--- src/rtl/smbus_wdt_pkg.sv ---
package smbus_wdt_pkg;
  // Enable bit positions inside the configuration byte; line index 0 is SCL, 1 is SDA
  localparam int SCL_EN_BIT = 4;
  localparam int SDA_EN_BIT = 5;
  localparam int NUM_LINES  = 2;
  localparam logic [7:0] CFG_RESET_VALUE = 8'h00;
endpackage

--- src/rtl/swdt_cfg_reg.sv ---
module swdt_cfg_reg #(
  parameter int         WIDTH     = 8,
  parameter logic [7:0] RESET_VAL = 8'h00
) (
  input  logic             clk,
  input  logic             rst,
  input  logic             wr_en,
  input  logic [WIDTH-1:0] wr_data,
  output logic [WIDTH-1:0] q
);
  always_ff @(posedge clk) begin
    if (rst)        q <= RESET_VAL[WIDTH-1:0];
    else if (wr_en) q <= wr_data;
  end

  // without a write the stored byte does not change
  p_hold_value_r2: assert property (@(posedge clk) disable iff (rst)
    (!$past(wr_en) && !$past(rst)) |-> $stable(q));
endmodule

--- src/rtl/swdt_stall_timer.sv ---
module swdt_stall_timer #(
  parameter int TIMEOUT_CYCLES = 3_125_000,
  localparam int CW = (TIMEOUT_CYCLES < 2) ? 1 : $clog2(TIMEOUT_CYCLES)
) (
  input  logic clk,
  input  logic rst,
  input  logic en,
  input  logic line,
  output logic hit
);
  localparam logic [CW-1:0] LAST = CW'(TIMEOUT_CYCLES - 1);

  logic          line_q;
  logic [CW-1:0] cnt;
  logic          expired;
  logic          stalled;

  always_comb begin
    stalled = en && !line && !line_q;
    hit     = stalled && !expired && (cnt == LAST);
  end

  always_ff @(posedge clk) begin
    if (rst) begin
      line_q  <= 1'b1;
      cnt     <= '0;
      expired <= 1'b0;
    end else begin
      line_q <= line;
      if (!stalled) begin
        cnt     <= '0;
        expired <= 1'b0;
      end else if (hit) begin
        expired <= 1'b1;
      end else if (!expired) begin
        cnt <= cnt + 1'b1;
      end
    end
  end

  // the timer never fires on two consecutive edges
  p_single_fire_r6: assert property (@(posedge clk) disable iff (rst)
    hit |=> !hit);
  // the count never runs past the terminal value
  p_count_bounded_r4: assert property (@(posedge clk) disable iff (rst)
    cnt <= LAST);
endmodule

--- src/rtl/smbus_idle_watchdog.sv ---
module smbus_idle_watchdog
  import smbus_wdt_pkg::*;
#(
  parameter int TIMEOUT_CYCLES = 3_125_000,
  parameter int CFG_W          = 8
) (
  input  logic             clk,
  input  logic             rst,
  input  logic             cfg_wr_en,
  input  logic [CFG_W-1:0] cfg_wr_data,
  output logic [CFG_W-1:0] cfg_rd_data,
  input  logic             scl_in,
  input  logic             sda_in,
  output logic             bus_reset
);
  logic [CFG_W-1:0]     cfg_q;
  logic [NUM_LINES-1:0] lines;
  logic [NUM_LINES-1:0] hits;

  swdt_cfg_reg #(.WIDTH(CFG_W), .RESET_VAL(CFG_RESET_VALUE)) u_cfg (
    .clk(clk), .rst(rst), .wr_en(cfg_wr_en), .wr_data(cfg_wr_data), .q(cfg_q)
  );

  assign lines       = {sda_in, scl_in};
  assign cfg_rd_data = cfg_q;

  for (genvar i = 0; i < NUM_LINES; i++) begin : g_line
    swdt_stall_timer #(.TIMEOUT_CYCLES(TIMEOUT_CYCLES)) u_timer (
      .clk (clk),
      .rst (rst),
      .en  (cfg_q[SCL_EN_BIT + i]),
      .line(lines[i]),
      .hit (hits[i])
    );
  end

  always_ff @(posedge clk) begin
    if (rst) bus_reset <= 1'b0;
    else     bus_reset <= |hits;
  end

  // a pulse needs at least one enable bit set on the deciding edge
  p_pulse_needs_enable_r7: assert property (@(posedge clk) disable iff (rst)
    bus_reset |-> ($past(cfg_q[SDA_EN_BIT]) || $past(cfg_q[SCL_EN_BIT])));
  // a pulse needs a low line on the deciding edge
  p_pulse_needs_low_r4: assert property (@(posedge clk) disable iff (rst)
    bus_reset |-> ($past(!sda_in) || $past(!scl_in)));
endmodule

--- config.mk ---
export PLATFORM = sky130hd
export DESIGN_NAME = smbus_idle_watchdog
export DESIGN_NICKNAME = d
export VERILOG_FILES = /design/src/rtl/smbus_wdt_pkg.sv /design/src/rtl/swdt_cfg_reg.sv /design/src/rtl/swdt_stall_timer.sv /design/src/rtl/smbus_idle_watchdog.sv
export SDC_FILE = /design/constraint.sdc
export NUM_CORES = 1
export LEC_CHECK = 0
export BUFFER_PORTS_ARGS = -buffer_cell sky130_fd_sc_hd__clkbuf_2
export CAP_MARGIN = 10
export CORE_MARGIN = 2
export CORE_UTILIZATION = 45
export CTS_BUF_LIST = sky130_fd_sc_hd__clkbuf_16
export DETAILED_ROUTE_END_ITERATION = 7
export PLACE_DENSITY_LB_ADDON = 0.25
export SYNTH_ARGS = -nofsm -noshare
export SYNTH_HDL_FRONTEND = slang
export SYNTH_SLANG_ARGS = --single-unit
--- constraint.sdc ---
create_clock -name clk -period 2.7 [get_ports clk]
set_clock_uncertainty 0.15 [all_clocks]
set_input_delay 0.405 -clock clk [delete_from_list [all_inputs] [get_ports clk]]
set_output_delay 0.405 -clock clk [all_outputs]
set_load 0.02 [all_outputs]
==> metrics.txt, run 1 <==
clock share of power=0.564; worst-skew pair later-pin latency=0.32 ns; Root Buffer=clkbuf_16; Post-synth EDFFs=0; TNS Setup=0 ns; Hold Path Class=input pin to register; Hold Vio Cnt, Final=0; residual DRC count=0; Synth Instances=a little under 300; Final nets=approximately 330; Yosys top cell area share=0.442; Seq/Total Area, Yosys=0.442; antenna cells=0; RR Startpoint=g_line[1].u_timer.cnt[0]; FILL cells=between 500 and 600; crit-path max cell delay=approximately 0.45 ns; Max Buffers Root-to-Sink=2; Worst Setup Start Kind=register; Tmin final=about 2.1 ns; status=completed; cts hold-fix bufs=0; worst-path maximum fanout=6; TritonCTS Sinks=57; Post-synth ARST share=0; critical path depth=6; Synth Net Count=304; Hold Slack=roughly 0.14 ns; f_max=480 MHz; Yosys reg bits=57; Tcrit/Tclk final=0.771; WL/cell=approximately 13 um; Warnings, synthesis=0; Die X=79.8 um; vias in the first global route=~1900; final setup violation count=0; Crit path required time=2.74 ns; Detail Route Antenna Nets=0; initial antenna violation count=0; first-pass GRT wire length=8580 um; die area=about 0.0064 mm2; crit end category=register; Post-Layout Cell Count=approximately 400; worst setup path category=register to register; Least-Margin Pin Slew=0.570 ns; via count=~2100; Yosys cell types=45; R2R depth=6; Mapped Avg Cell Area=approximately 9 um2; Die Height=approximately 80 um; Rows=27; Post-Route WL=between 4000 and 5000 um; CP Capture Point=g_line[1].u_timer.cnt[18]; CP Cell Sequence=ha_1 > nand3_1 > or3_1 > nor4_1 > xnor2_1 > nor2_1; max-slew violation count=0; CTS HTree Levels=3; Reg power frac=0.413; vias per std cell=~5.3; post-cts resize count=0; largest net degree at the start of global routing=22; crit path from=g_line[1].u_timer.cnt[0]; PwrDens=681 mW/mm2; Internal Pwr Total=roughly 1.7 mW; layout cells sized above 1=0.142; Switching Fraction=0.195; Placed Cells=~370; total setup buffers inserted after CTS=0; DR iter-0 viols=93; top-count cell post-synth=dfxtp_1; Num CTS Buffers=9; peak supply drop=between 0.4 and 0.5 mV; CTS tree=yes; Synth top cells by count=dfxtp_1, nor2_1, nand2_1; starting density of the core=0.466; static leakage=1.04 nW; Comb power frac=0.023; Net Switching=between 0.4 and 0.5 mW; top area cells in the synthesized netlist=dfxtp_1, nor2_1, xnor2_1; Worst path slowest cell=or3_1; Reg-to-Reg End=g_line[1].u_timer.cnt[18]; RSZ-0062 raised after global routing=no; r2r setup slk=slightly above 0.6 ns; Worst Path Buf+Inv=0; DR pass1 iterations=4; clock-pin transition on the worst setup and hold timing paths=approximately 0.050 ns; Port Buffers=21; Critical Path AT=around 2.1 ns; Post-Synthesis Cell Area=between 0.002 and 0.003 mm2; GP Congestion=between 0.7 and 0.8; Top FF cell, synth=dfxtp_1; area grow syn2layout=17.9%; Core Box Area=approximately 0.0055 mm2; hpwl dp=roughly 3500 um; largest area contributor in the netlist=dfxtp_1; total global-route track usage=0.176; Worst slew margin=0.619; I/O pin count=22; delay-heaviest family, CP=simple AND/OR/NAND/NOR gates; global route overflow=0; maxcap violations=0
==> layout by cell type, fill, tap and decap left out, types with 5 or more instances in the layout <==
cell type	netlist	final
nand3_1	14	14
clkbuf_16	0	9
nor2_1	43	43
and3_1	5	5
nor3_1	9	9
a21oi_1	8	8
or3_1	9	9
o21ai_0	7	7
clkbuf_2	0	21
xor2_1	13	13
mux2i_1	9	9
nor4_1	8	8
nand4_1	13	13
xnor2_1	16	16
nand2_1	21	21
dfxtp_1	57	57
==> area by class of cell <==
| cell class | instances | area [um2] | share of cell area |
|---|---|---|---|
| Clock buffer | 9 | 225 | 0.0740 |
| Timing Repair Buffer | 22 | 113 | 0.0370 |
| Sequential cell | 57 | 1140 | 0.375 |
| Tap cell | 72 | 90.1 | 0.0296 |
| Multi-Input combinational cell | 219 | 1380 | 0.453 |
| Inverter | 3 | 11.3 | 0.00370 |
| Clock inverter | 7 | 86.3 | 0.0284 |
==> stage by stage <==
step | power, mW | util | cell area (um2) | worst slack [ns]
6_report | 2.07 | 0.549 | 3040 | 0.617
5_1_grt | 2.14 | 0.549 | 3040 | 0.451
4_1_cts | 2.10 | 0.549 | 3040 | 0.613
3_5_place_dp | 0.920 | 0.493 | 2730 | 0.617
3_3_place_gp | 0.920 | 0.493 | 2730 | 0.625
2_1_floorplan | 0.904 | - | 2580 | 0.818
==> worst min path at each step <==
stage | start | end | cells past startpoint
final | scl_in | g_line[0].u_timer.line_q | 2
after global routing | scl_in | g_line[0].u_timer.line_q | 2
after CTS | scl_in | g_line[0].u_timer.line_q | 2
after detailed placement | g_line[0].u_timer.cnt[19] | g_line[0].u_timer.cnt[19] | 2
after global placement | g_line[0].u_timer.cnt[19] | g_line[0].u_timer.cnt[19] | 2
after floorplan | g_line[0].u_timer.cnt[19] | g_line[0].u_timer.cnt[19] | 2
==> flip-flops by register name, summed over array words and instances (netlist names) <==
register,cells
bus_reset,1
u_cfg.q,8
g_line.u_timer.expired,2
g_line.u_timer.line_q,2
g_line.u_timer.cnt,44
==> power groups by stage <==
stage          logic, mW  registers (mW)  clock network [mW]
2_1_floorplan     0.0248           0.879                   0
3_3_place_gp      0.0466           0.873                   0
3_5_place_dp      0.0471           0.873                   0
4_1_cts           0.0472           0.857                1.19
5_1_grt           0.0506           0.857                1.23
6_report          0.0467           0.857                1.17
==> metal layers <==
layer,GRT usage,up-vias,part of all wire
met1,0.247,952,0.52
met5,0,-,0
met4,0.0864,0,0.014
met3,0.0520,5,0.044
met2,0.246,45,0.42
li1,-,1078,-
==> kinds of logic after synthesis <==
logic type | after synthesis | synth area share
mux | 9 | 0.0349
fa+ha+maj | 2 | 0.00969
flops | 57 | 0.442
xor+xnor | 29 | 0.0984
buf+inv | 13 | 0.0247
simple gates | 151 | 0.320
compound gates | 28 | 0.0703
(Power assumes the default switching activity.)
==> run 2: changes to the inputs <==
- clock period: 2.7 -> 2.1 ns (I/O delays scaled with it)
==> run 2 against run 1 <==
Flip-flop and latch count is the same. Core utilization increased by 1.5 points. Critical endpoint is now g_line[1].u_timer.cnt[20]. Total power up 21%. Critical path type unchanged. Final cell count grew 3.3%. Highest routed layer unchanged. First-iteration DRC count rose by 48%. Design area rose by 2.7%.
==> metrics.txt, run 2 (synthesis gave the netlist of run 1 again) <==
Placed Area=0.00283 mm2; residual DRC count=0; most common cell after layout, fill and taps aside=dfxtp_1; GP Congestion=0.817; via count=2176; worst setup path category=register to register; Final nets=between 300 and 400; Core Box Area=0.00554 mm2; WL/cell=approximately 13 um; post-cts resize count=0; CTS HTree Levels=3; Worst slew margin=0.540; vias per std cell=~5.4; max reg flops=44; FILL cells=approximately 500; Hold Path Class=input pin to register; I/O pin count=22; total setup buffers inserted after CTS=0; Reg power frac=0.439; Die X=around 80 um; static leakage=1.08 nW; clock share of power=0.536; commonest non-fill, non-tap cells in the layout=dfxtp_1, nor2_1, nand2_1, clkbuf_2, xnor2_1; post-route cell area=around 0.0031 mm2; Biggest register=g_line.u_timer.cnt; die area=approximately 0.0064 mm2; crit end category=register; hpwl dp=about 3700 um; cts hold-fix bufs=0; Post-Route WL=5140 um; Crit path required time=about 2.2 ns; largest net degree at the start of global routing=13; vias in the first global route=between 2000 and 2500; Net Switching=approximately 0.5 mW; Tmin final=1.98 ns; fin util=0.564; maxcap violations=0; TritonCTS Sinks=57; pre-CTS setup slack=~0.093 ns; Worst Hold Launch=scl_in; Die Height=about 80 um; f_max=between 500 and 600 MHz; first-pass GRT wire length=~9000 um; antenna cells=0; Post-Layout Cell Count=between 400 and 500; area grow syn2layout=21.0%; Hold Vio Cnt, Final=0; worst-skew pair later-pin latency=between 0.3 and 0.4 ns; RR Startpoint=g_line[1].u_timer.cnt[0]; PwrDens=around 800 mW/mm2; CTS tree=yes; DR pass1 iterations=4; layout cells sized above 1=0.167; Comb power frac=0.025; Detail Route Antenna Nets=0; clock-pin transition on the worst setup and hold timing paths=roughly 0.05 ns; Num CTS Buffers=9; TNS Setup=0 ns; Hold Slack=0.0457 ns; max-slew violation count=0; Least-Margin Pin Slew=around 0.68 ns; global route overflow=0; Root Buffer=clkbuf_16; Tot Pwr=around 2.5 mW; Internal Pwr Total=between 2 and 2.5 mW; Switching Fraction=0.199; peak supply drop=between 0.5 and 0.6 mV; status=completed; Port Buffers=21; final setup violation count=0; Critical Path AT=roughly 2.1 ns; Final Worst Setup Slack=between 0.1 and 0.15 ns; Tcrit/Tclk final=0.943; crit path from=g_line[1].u_timer.cnt[0]; worst-path maximum fanout=4; Max Buffers Root-to-Sink=2; Worst Setup Start Kind=register; starting density of the core=0.466; Rows=27; initial antenna violation count=0; DR iter-0 viols=138; total global-route track usage=0.181; Placed Cells=around 390; top flop regs=g_line.u_timer.cnt x44, u_cfg.q x8
-- run 2: layer usage --
metal	GRT usage	up-vias	share of wire
li1	-	1107	-
met1	0.243	1006	0.50
met2	0.266	55	0.44
met3	0.0577	8	0.047
met4	0.0797	0	0.014
met5	0	-	0
-- run 2: worst paths after layout --
path                                     to  slack [ns]  cells after the start
hold reg to reg    g_line[1].u_timer.cnt[1]        0.34                      2
setup reg to reg  g_line[1].u_timer.cnt[20]        0.12                      6
setup / recovery  g_line[1].u_timer.cnt[20]        0.12                      6
hold / removal     g_line[0].u_timer.line_q        0.05                      2
-- run 2: final cells by class --
class / count / area [um2] / area share
Inverter: 3 / 11.3 / 0.00360
Multi-Input combinational cell: 219 / 1400 / 0.446
Timing Repair Buffer: 35 / 210 / 0.0673
Sequential cell: 57 / 1140 / 0.365
Tap cell: 72 / 90.1 / 0.0288
Clock buffer: 9 / 225 / 0.0721
Clock inverter: 7 / 52.6 / 0.0168
-- run 2: critical path, cell delays in order (launching register included) --
cell and delay, ns:
dfxtp_1 0.39, ha_1 0.24, nand3_1 0.12, or3_1 0.43
nor3_1 0.28, nand3_1 0.15, a21oi_2 0.15
-- run 2: power groups by stage --
| stage | Clock (mW) | Sequential [mW] | Combinational (mW) |
|---|---|---|---|
| final | 1.35 | 1.10 | 0.0620 |
| after global routing | 1.42 | 1.10 | 0.0676 |
| after CTS | 1.37 | 1.10 | 0.0628 |
| after detailed placement | 0 | 1.12 | 0.0627 |
| after global placement | 0 | 1.12 | 0.0617 |
| after floorplan | 0 | 1.13 | 0.0319 |
==> run 3: changes to the inputs <==
- ABC_AREA: unset -> 1
==> run 3 against run 2 <==
Routed wire length grew 38%. Total power is 0.66% higher. Synthesized area rose by 19%. Synthesized cell count rose by 68%. Register-to-register slack better by 0.14 ns. Non-clock buffer count fell by 7. Final cell count is 48% higher. Critical endpoint is now g_line[0].u_timer.cnt[16]. Largest cell class unchanged.
==> metrics.txt, run 3 <==
status=completed; post-route cell area=approximately 0.0036 mm2; Port Buffers=21; Max Buffers Root-to-Sink=2; top flop regs=g_line.u_timer.cnt x44, u_cfg.q x8; Yosys cell types=29; Hold Vio Cnt, Final=0; RSZ-0062 raised after global routing=no; peak supply drop=~0.57 mV; area grow syn2layout=15.3%; Hold Path End=bus_reset; max-slew violation count=0; Worst path slowest cell=dfxtp_1; R2R depth=8; top-count cell post-synth=nand2_1; Worst slew margin=0.528; crit-path max cell delay=roughly 0.37 ns; hold path depth=2; residual DRC count=0; r2r setup slk=around 0.26 ns; Num CTS Buffers=9; first-pass GRT wire length=about 12000 um; worst setup path category=register to register; Synth top cells by count=nand2_1, nor2_1, dfxtp_1; Critical Path AT=around 1.9 ns; PwrDens=711 mW/mm2; static leakage=1.35 nW; Tcrit/Tclk final=0.877; I/O pin count=22; die area=roughly 0.0075 mm2; FILL cells=approximately 660; DR iter-0 viols=roughly 210; via count=3032; f_max=543 MHz; global route overflow=0; Warnings, synthesis=0; WL/cell=11.9 um; CP Cell Sequence=ha_1 > nand3_1 > nor2_1 > nand3_1 > inv_1 > nand2_1 > nor3_1 > nor3_1; vias per std cell=around 5.1; DR pass1 iterations=4; Mapped Avg Cell Area=approximately 6.4 um2; initial antenna violation count=0; largest net degree at the start of global routing=22; Biggest register=g_line.u_timer.cnt; post-synthesis mux area share=0; total setup buffers inserted after CTS=0; layout cells sized above 1=0.0988; Least-Margin Pin Slew=about 0.71 ns; Top FF cell, synth=dfxtp_1; maxcap violations=0; Worst Setup Start Kind=register; worst-path maximum fanout=4; worst-skew pair later-pin latency=roughly 0.32 ns; CTS tree=yes; Hold Path Class=input pin to register; Post-Synthesis Cell Area=slightly above 0.003 mm2; Final nets=~530; Root Buffer=clkbuf_16; Detail Route Antenna Nets=0; final setup violation count=0; Core Box Area=between 0.006 and 0.007 mm2; Rows=30; Tmin final=approximately 1.8 ns; Post-Layout Cell Count=around 600; Yosys top cell area share=0.370; TritonCTS Sinks=57; Die Height=86.8 um; XOR/XNOR Fraction of Synth Area=0.0483; starting density of the core=0.459; largest area contributor in the netlist=dfxtp_1; most common cell after layout, fill and taps aside=nand2_1; simple-gate portion of the synthesized area=0.391; Yosys reg bits=57; Crit path required time=2.14 ns; vias in the first global route=between 2000 and 3000; Reg-to-Reg End=g_line[0].u_timer.cnt[16]; Final Worst Setup Slack=approximately 0.26 ns; Placed Cells=between 500 and 600; Synth Net Count=500; hpwl dp=approximately 5000 um; commonest non-fill, non-tap cells in the layout=nand2_1, nor2_1, dfxtp_1; pre-CTS setup slack=0.172 ns; Worst Hold Launch=rst; crit end category=register; GP Congestion=a little under 0.9; Post-synth ARST share=0; max reg flops=44; Post-synth EDFFs=0; Die X=86.8 um; clock-pin transition on the worst setup and hold timing paths=0.05 ns; antenna cells=0; Seq/Total Area, Yosys=0.370; Post-Route WL=7100 um; Synth Instances=around 490; total global-route track usage=0.207; Placed Area=~0.0033 mm2; CTS HTree Levels=3; top area cells in the synthesized netlist=dfxtp_1, nand2_1, nor2_1; TNS Setup=0 ns; adder-cell share of the synthesized area=0.00812; Tot Pwr=2.53 mW; Synth Area in Compound Gates=0.0869; largest family of logic cells by synthesized area=simple AND/OR/NAND/NOR gates; RR Startpoint=g_line[0].u_timer.cnt[0]
run 3: cell types whose count changed after synthesis, moves of 9 or more:
cell | previous run | this run
nand2_1 | 21 | 122
inv_1 | 3 | 55
nor2_1 | 43 | 94
nand3_1 | 14 | 41
a21oi_1 | 8 | 31
o21ai_0 | 7 | 19
mux2i_1 | 9 | 0
or3_1 | 9 | 0
xnor2_1 | 16 | 7
run 3: logic make-up (layout without fill, tap and decap cells):
| kind of cell | Yosys count | after routing |
|---|---|---|
| DFF | 57 | 57 |
| and+or+nand+nor | 287 | 287 |
| adders and majority gates | 2 | 2 |
| AOI/OAI and AO/OA | 52 | 52 |
| xor gates and xnor gates | 17 | 17 |
| buffers and inverters | 70 | 101 |
run 3: stage by stage:
step / hold WS, ns / utilization
global route: 0.0686 / 0.529
finish: 0.0605 / 0.529
detailed placement: 0.321 / 0.486
floorplan: 0.234 / -
CTS: 0.0613 / 0.527
global placement: 0.313 / 0.486
run 3: layout make-up:
class,count,area (um2),area share
Clock buffer,9,225,0.0634
Tap cell,80,100,0.0282
Timing Repair Buffer,28,158,0.0444
Sequential cell,57,1140,0.321
Clock inverter,6,51.3,0.0144
Multi-Input combinational cell,358,1660,0.467
Inverter,58,218,0.0612
run 3: power by group:
part	internal, mW	leakage [nW]	switching, mW
combinational	0.0235	0.743	0.0412
clock	0.891	0.141	0.469
sequential	1.10	0.462	0.00714
run 3: critical path, delay by kind of cell, from the launching register on:
family | cells | cell delay [ns]
AND/OR/NAND/NOR | 6 | 0.78
adder cells (fa/ha/maj) | 1 | 0.27
flip-flops | 1 | 0.37
buffers and inverters | 1 | 0.15
run 3: how the worst max path moves through the flow:
stage	startpoint	endpoint	slack, ns
3_3_place_gp	g_line[1].u_timer.cnt[0]	g_line[1].u_timer.cnt[16]	0.22
2_1_floorplan	g_line[0].u_timer.cnt[0]	g_line[0].u_timer.cnt[1]	0.53
3_5_place_dp	g_line[1].u_timer.cnt[0]	g_line[1].u_timer.cnt[16]	0.17
5_1_grt	g_line[0].u_timer.cnt[0]	g_line[0].u_timer.cnt[16]	0.04
6_report	g_line[0].u_timer.cnt[0]	g_line[0].u_timer.cnt[16]	0.26
4_1_cts	g_line[1].u_timer.cnt[0]	g_line[1].u_timer.cnt[14]	0.12
run 3: what timing repair did:
item                       4_1_cts  5_1_grt
resized for setup                0        2
hold buffers                     0        0
setup endpoints to repair        0       13
run 3: per-layer routing:
| metal | routed length (um) | global-route usage |
|---|---|---|
| met2 | 3060 | 0.316 |
| met3 | 304 | 0.0343 |
| met1 | 3590 | 0.287 |
| met5 | 0 | 0 |
| met4 | 135 | 0.0909 |
